==> src/rtl/fe_rd_pkg.sv <==
package fe_rd_pkg;
  typedef enum logic {SND_IDLE, SND_BUSY} snd_state_t;
endpackage

==> src/rtl/fe_rd_trk.sv <==
// Front-end buffer occupancy, round-robin claim, dead time.
module fe_rd_trk #(
  parameter int NBUF   = 4,
  parameter int SLOT_W = 2,
  parameter int CNT_W  = 3
) (
  input  logic              clk,
  input  logic              rst,
  input  logic              trig_i,
  input  logic              done_i,
  output logic [CNT_W-1:0]  occ_o,
  output logic              ack_o,
  output logic [SLOT_W-1:0] slot_o,
  output logic              err_o,
  output logic              dead_o
);
  localparam logic [CNT_W-1:0]  FULL = CNT_W'(NBUF);
  localparam logic [SLOT_W-1:0] LAST = SLOT_W'(NBUF - 1);

  logic [CNT_W-1:0]  occ_q, occ_d;
  logic [SLOT_W-1:0] wptr_q;
  logic              accept;

  assign accept = trig_i && (occ_q != FULL);
  assign occ_o  = occ_q;

  always_comb begin
    occ_d = occ_q;
    if (accept && !done_i)      occ_d = occ_q + CNT_W'(1);
    else if (!accept && done_i) occ_d = occ_q - CNT_W'(1);
  end

  always_ff @(posedge clk) begin
    if (rst) begin
      occ_q  <= '0;
      wptr_q <= '0;
      ack_o  <= 1'b0;
      slot_o <= '0;
      err_o  <= 1'b0;
      dead_o <= 1'b0;
    end else begin
      occ_q  <= occ_d;
      ack_o  <= accept;
      err_o  <= trig_i && !accept;
      dead_o <= (occ_d == FULL);
      if (accept) begin
        slot_o <= wptr_q;
        wptr_q <= (wptr_q == LAST) ? '0 : wptr_q + SLOT_W'(1);
      end
    end
  end
endmodule

==> src/rtl/fe_rd_fill.sv <==
// Issues fill commands against the controller buffers.
module fe_rd_fill #(
  parameter int NBUF   = 4,
  parameter int NRC    = 2,
  parameter int SLOT_W = 2,
  parameter int CNT_W  = 3,
  parameter int RC_W   = 1
) (
  input  logic              clk,
  input  logic              rst,
  input  logic [CNT_W-1:0]  occ_i,
  input  logic              done_i,
  output logic [CNT_W-1:0]  out_o,
  output logic              fill_o,
  output logic [SLOT_W-1:0] slot_o,
  output logic [RC_W-1:0]   buf_o
);
  localparam logic [CNT_W-1:0]  CAP   = CNT_W'(NRC);
  localparam logic [SLOT_W-1:0] SLAST = SLOT_W'(NBUF - 1);
  localparam logic [RC_W-1:0]   BLAST = RC_W'(NRC - 1);

  logic [CNT_W-1:0]  out_q;
  logic [SLOT_W-1:0] fptr_q;
  logic [RC_W-1:0]   bptr_q;
  logic              issue;

  assign issue = (occ_i > out_q) && (out_q < CAP);
  assign out_o = out_q;

  always_ff @(posedge clk) begin
    if (rst) begin
      out_q  <= '0;
      fptr_q <= '0;
      bptr_q <= '0;
      fill_o <= 1'b0;
      slot_o <= '0;
      buf_o  <= '0;
    end else begin
      fill_o <= issue;
      if (issue && !done_i)      out_q <= out_q + CNT_W'(1);
      else if (!issue && done_i) out_q <= out_q - CNT_W'(1);
      if (issue) begin
        slot_o <= fptr_q;
        buf_o  <= bptr_q;
        fptr_q <= (fptr_q == SLAST) ? '0 : fptr_q + SLOT_W'(1);
        bptr_q <= (bptr_q == BLAST) ? '0 : bptr_q + RC_W'(1);
      end
    end
  end
endmodule

==> src/rtl/fe_rd_send.sv <==
// Issues send commands and detects their completion from the FIFO write stream.
module fe_rd_send
  import fe_rd_pkg::*;
#(
  parameter int NRC    = 2,
  parameter int NLAYER = 9,
  parameter int DEPTH  = 128,
  parameter int CNT_W  = 3,
  parameter int LVL_W  = 8,
  parameter int RC_W   = 1
) (
  input  logic             clk,
  input  logic             rst,
  input  logic [CNT_W-1:0] out_i,
  input  logic [LVL_W-1:0] level_i,
  input  logic [LVL_W-1:0] thresh_i,
  input  logic             wvalid_i,
  input  logic             weol_i,
  output logic             send_o,
  output logic [RC_W-1:0]  buf_o,
  output logic             done_o,
  output logic             ovf_o
);
  localparam int              LAY_W = $clog2(NLAYER + 1);
  localparam logic [LAY_W-1:0] LLAST = LAY_W'(NLAYER - 1);
  localparam logic [RC_W-1:0]  BLAST = RC_W'(NRC - 1);
  localparam logic [LVL_W-1:0] FULL  = LVL_W'(DEPTH);

  snd_state_t       st_q;
  logic [LAY_W-1:0] eol_q;
  logic [RC_W-1:0]  sptr_q;
  logic             go;

  assign go     = (st_q == SND_IDLE) && (out_i != '0) && (level_i < thresh_i);
  assign done_o = (st_q == SND_BUSY) && wvalid_i && weol_i && (eol_q == LLAST);

  always_ff @(posedge clk) begin
    if (rst) begin
      st_q   <= SND_IDLE;
      eol_q  <= '0;
      sptr_q <= '0;
      send_o <= 1'b0;
      buf_o  <= '0;
      ovf_o  <= 1'b0;
    end else begin
      send_o <= go;
      ovf_o  <= wvalid_i && (level_i >= FULL);
      case (st_q)
        SND_IDLE: if (go) begin
          st_q   <= SND_BUSY;
          eol_q  <= '0;
          buf_o  <= sptr_q;
          sptr_q <= (sptr_q == BLAST) ? '0 : sptr_q + RC_W'(1);
        end
        SND_BUSY: if (wvalid_i && weol_i) begin
          if (eol_q == LLAST) st_q <= SND_IDLE;
          else                eol_q <= eol_q + LAY_W'(1);
        end
        default: st_q <= SND_IDLE;
      endcase
    end
  end
endmodule

==> src/rtl/fe_rd_sched.sv <==
// Top: model-driven readout scheduler for one layer-end chain.
module fe_rd_sched #(
  parameter  int NBUF   = 4,
  parameter  int NRC    = 2,
  parameter  int NLAYER = 9,
  parameter  int DEPTH  = 128,
  localparam int SLOT_W = (NBUF > 1) ? $clog2(NBUF) : 1,
  localparam int CNT_W  = $clog2(NBUF + 1),
  localparam int RC_W   = (NRC > 1) ? $clog2(NRC) : 1,
  localparam int LVL_W  = $clog2(DEPTH + 1)
) (
  input  logic              clk,
  input  logic              rst,
  input  logic              trig_i,
  input  logic [LVL_W-1:0]  thresh_i,
  input  logic [LVL_W-1:0]  fifo_level_i,
  input  logic              word_valid_i,
  input  logic              word_eol_i,
  output logic              trig_ack_o,
  output logic [SLOT_W-1:0] trig_slot_o,
  output logic              trig_err_o,
  output logic              dead_o,
  output logic              fill_cmd_o,
  output logic [SLOT_W-1:0] fill_slot_o,
  output logic [RC_W-1:0]   fill_buf_o,
  output logic              send_cmd_o,
  output logic [RC_W-1:0]   send_buf_o,
  output logic              ovf_err_o
);
  logic [CNT_W-1:0] occ_w;
  logic [CNT_W-1:0] out_w;
  logic             done_w;

  fe_rd_trk #(.NBUF(NBUF), .SLOT_W(SLOT_W), .CNT_W(CNT_W)) u_trk (
    .clk(clk), .rst(rst), .trig_i(trig_i), .done_i(done_w), .occ_o(occ_w),
    .ack_o(trig_ack_o), .slot_o(trig_slot_o), .err_o(trig_err_o), .dead_o(dead_o)
  );

  fe_rd_fill #(.NBUF(NBUF), .NRC(NRC), .SLOT_W(SLOT_W), .CNT_W(CNT_W), .RC_W(RC_W)) u_fill (
    .clk(clk), .rst(rst), .occ_i(occ_w), .done_i(done_w), .out_o(out_w),
    .fill_o(fill_cmd_o), .slot_o(fill_slot_o), .buf_o(fill_buf_o)
  );

  fe_rd_send #(.NRC(NRC), .NLAYER(NLAYER), .DEPTH(DEPTH), .CNT_W(CNT_W),
               .LVL_W(LVL_W), .RC_W(RC_W)) u_send (
    .clk(clk), .rst(rst), .out_i(out_w), .level_i(fifo_level_i), .thresh_i(thresh_i),
    .wvalid_i(word_valid_i), .weol_i(word_eol_i), .send_o(send_cmd_o),
    .buf_o(send_buf_o), .done_o(done_w), .ovf_o(ovf_err_o)
  );
endmodule

==> config.mk <==
export PLATFORM = sky130hd
export DESIGN_NAME = fe_rd_sched
export DESIGN_NICKNAME = d
export VERILOG_FILES = /design/src/rtl/fe_rd_pkg.sv /design/src/rtl/fe_rd_trk.sv /design/src/rtl/fe_rd_fill.sv /design/src/rtl/fe_rd_send.sv /design/src/rtl/fe_rd_sched.sv
export SDC_FILE = /design/constraint.sdc
export NUM_CORES = 1
export LEC_CHECK = 0
export BUFFER_PORTS_ARGS = -buffer_cell sky130_fd_sc_hd__buf_2
export CAP_MARGIN = 30
export CORE_ASPECT_RATIO = 0.75
export CORE_MARGIN = 2
export CORE_UTILIZATION = 30
export CTS_CLUSTER_DIAMETER = 100
export DETAILED_ROUTE_END_ITERATION = 10
export HOLD_SLACK_MARGIN = 0.05
export PLACE_DENSITY = 0.59
export SLEW_MARGIN = 20
export SYNTH_ARGS = -nofsm -noshare
export SYNTH_HDL_FRONTEND = slang
export SYNTH_SLANG_ARGS = --single-unit
==> constraint.sdc <==
create_clock -name clk -period 6.4 [get_ports clk]
set_input_delay 1.92 -clock clk [delete_from_list [all_inputs] [get_ports clk]]
set_output_delay 1.92 -clock clk [all_outputs]
set_load 0.005 [all_outputs]
==> results.py <==
metrics = {
    "setup_path": {
        "crit_path_top_delay_cell": "a2111oi_0",
        "cp_max_fo": 8,
        "critical_path.endpoint_type": "flip-flop",
        "cp-start-kind": "primary input",
        "startpoint": "thresh_i[6]",
        "max_stage_delay_ps": 470,
        "path_class": "primary input to flip-flop",
        "crit_chain": "buf_2, inv_1, ha_1, a21o_1, a2111oi_0, o31ai_2, a31oi_1, nor2_1",
        "critPathRequiredTime_ps": 6550,
        "reg2reg_from": "u_fill.out_o[1]$_SDFFE_PP0P_",
        "crit_arrival_ps": 3510,
        "r2r_cells": 11,
    },
    "synth": {
        "synth-seq-cells": 29,
        "yosysTopAreaCell": "dfxtp_1",
        "synth_ff_type": "dfxtp_1",
        "ys_warn_count": 0,
        "yosysTopAreaCellShare": 0.374,
        "syn_area_um2": 1550,
        "synth.area.top_cells": "dfxtp_1 37%, ha_1 15%, mux2i_1 5.2%, nor2_1 4.8%, inv_1 4.1%",
        "synth_edf_count": 0,
        "syn_inst": 172,
        "ys_seq_area_frac": 0.374,
        "synth.net_count": 212,
        "syn_avg_cell_area_um2": 9.03,
        "synthArstFlopShare": 0,
        "synthDistinctLibCells": 36,
    },
    "min_path": {
        "hp-start": "u_trk.slot_o[1]$_SDFFE_PP0P_",
        "holdPathStages": 2,
        "holdCritPathClass": "flip-flop to flip-flop",
    },
    "timing": {
        "drv_slew": 0,
        "grt_setup_unrepaired": "false",
        "tightest_slew_ps": 649,
        "fin_skew_ps": 3.19,
        "period_needed_ps": 3360,
        "fmax_ghz": 0.297,
        "finalSetupViolCount": 0,
        "fin_crit_sh": 0.525,
        "final.setup.tns_ps": 0,
        "final-hold-violation-count": 0,
        "relSlewSlack": 0.564,
    },
    "global_routing": {
        "grt_pass1_vias": 1166,
        "grt_usage": 0.113,
        "antenna_found_initial": 0,
        "grt_pass1_wl_um": 5050,
        "grt_overflow_total": 0,
        "grt_max_degree": 29,
    },
    "die": {
        "row_count": 22,
        "die_w_um": 87.1,
        "dieArea_um2": 5770,
        "io_pins": 33,
        "core_um2": 4930,
        "die_h_um": 66.3,
        "initial_utilization": 0.315,
    },
    "placement": {
        "dp_hpwl_um": 2100,
        "dp_cells": 260,
        "placed_area_um2": 1770,
        "io_buffers": 32,
        "place.gp.congestion": 0.757,
    },
    "clock_tree": {
        "holdBufCountCts": 0,
        "clk_latency_ps": 280,
        "cts.clk_slew.worst_paths_ps": 60,
        "cts_tree": "built",
        "cts_buffer_depth": 2,
        "post_cts_buffers": 0,
        "cts_buffers": 5,
        "cts.sinks": 29,
        "cts_resized": 0,
        "h-tree-depth": 2,
        "clockRootBuffer": "clkbuf_8",
    },
    "routing": {
        "wl_per_cell_um": 10.6,
        "dr.pass1.iters": 4,
        "antenna_left": 0,
        "via_per_inst": 4.63,
        "drcViolationCount": 0,
        "routed-via-count": 1242,
        "drt_iter0_markers": 27,
        "drt-total-wl_um": 2830,
    },
    "finish": {
        "mostFrequentLayoutCells": "32 x buf_2, 29 x dfxtp_1, 20 x nor2_1",
        "nets": 247,
        "fin_cells": 268,
        "postLayoutCellArea_um2": 1870,
        "final_common_cell": "buf_2",
        "drive_gt1_frac": 0.216,
        "areaGrowthSynthToFinish_pct": 20.6,
        "diodes": 0,
    },
    "power": {
        "vdd_drop_max_v": 0.0000994,
        "total_power_mw": 0.593,
        "p_leak_nw": 0.866,
        "power.density_nw_per_um2": 317,
    },
    "job": {
        "max_cap_viol_count": 0,
    },
    "status": {
        "status": "finished, final reports clean",
    },
}
[critical path, delay by kind of cell]
| kind | cells | cell delay, ps |
|---|---|---|
| adder cells (fa/ha/maj) | 1 | 300 |
| AND/OR/NAND/NOR | 1 | 60 |
| AO/OA/AOI/OAI | 4 | 1140 |
| buffers and inverters | 2 | 100 |
[synth_stat cells (4+ instances only)]
master	number
a21oi_1	12
dfxtp_1	29
ha_1	18
inv_1	17
mux2i_1	8
nand2_1	12
nand2b_1	4
nand3_1	7
nor2_1	20
nor3_1	5
[registers in the layout, indices dropped and copies added (netlist names)]
signal and cells:
u_send.st_q 1, u_send.buf_o 1, u_send.send_o 1, u_trk.wptr_q 2
u_fill.fill_o 1, u_send.eol_q 4, u_trk.err_o 1, u_trk.dead_o 1
u_send.sptr_q 1, u_fill.slot_o 2, u_fill.out_o 3, u_send.ovf_o 1
u_fill.fptr_q 2, u_trk.ack_o 1, u_trk.slot_o 2, u_fill.buf_o 1
u_trk.occ_o 3, u_fill.bptr_q 1
[cells by family after synthesis]
group	count (synthesis)	synth area share
AO/OA/AOI/OAI	27	0.111
XOR/XNOR	6	0.0338
adder cells (fa/ha/maj)	21	0.171
buffers and inverters	21	0.0516
flip-flops	29	0.374
multiplexers	8	0.0516
AND/OR/NAND/NOR	60	0.207
[layout make-up]
cell class / count / area, um2
fillers: 497 / 3050
multi-input cells: 122 / 892
flip-flops and latches: 29 / 581
repair buffers: 32 / 160
clock buffers: 7 / 96.3
well taps: 60 / 75.1
inverters: 17 / 63.8
clock inverters: 1 / 5.00
[metal layers]
| layer | GRT usage | share of wire | vias to the layer above |
|---|---|---|---|
| met2 | 0.178 | 0.44 | 16 |
| met5 | 0 | 0 | - |
| met1 | 0.138 | 0.51 | 565 |
| met4 | 0.0469 | 0.015 | 0 |
| li1 | - | - | 654 |
| met3 | 0.0412 | 0.040 | 7 |
[stage by stage]
step	hold slack, ps	worst slack [ps]	utilization
2_1_floorplan	449	2950	-
3_3_place_gp	444	2790	0.360
3_5_place_dp	446	2730	0.360
4_1_cts	455	3030	0.380
5_1_grt	503	2850	0.380
6_report	452	3040	0.380
[power by group]
part / internal, mW / switching (mW) / total, mW
Combinational: 0.0901 / 0.0992 / 0.189
Sequential: 0.212 / 0.0273 / 0.239
Clock: 0.0970 / 0.0678 / 0.165
Total: 0.399 / 0.194 / 0.593
[path summary, 6_finish.rpt]
| check | to | slack, ps |
|---|---|---|
| min | u_trk.slot_o[1]$_SDFFE_PP0P_ | 450 |
| max | u_send.eol_q[1]$_SDFFE_PP0P_ | 3040 |
| max reg2reg | u_fill.out_o[2]$_SDFFE_PP0P_ | 3540 |
| min reg2reg | u_trk.slot_o[1]$_SDFFE_PP0P_ | 450 |
No activity file was read; power rests on OpenSTA's default activity.
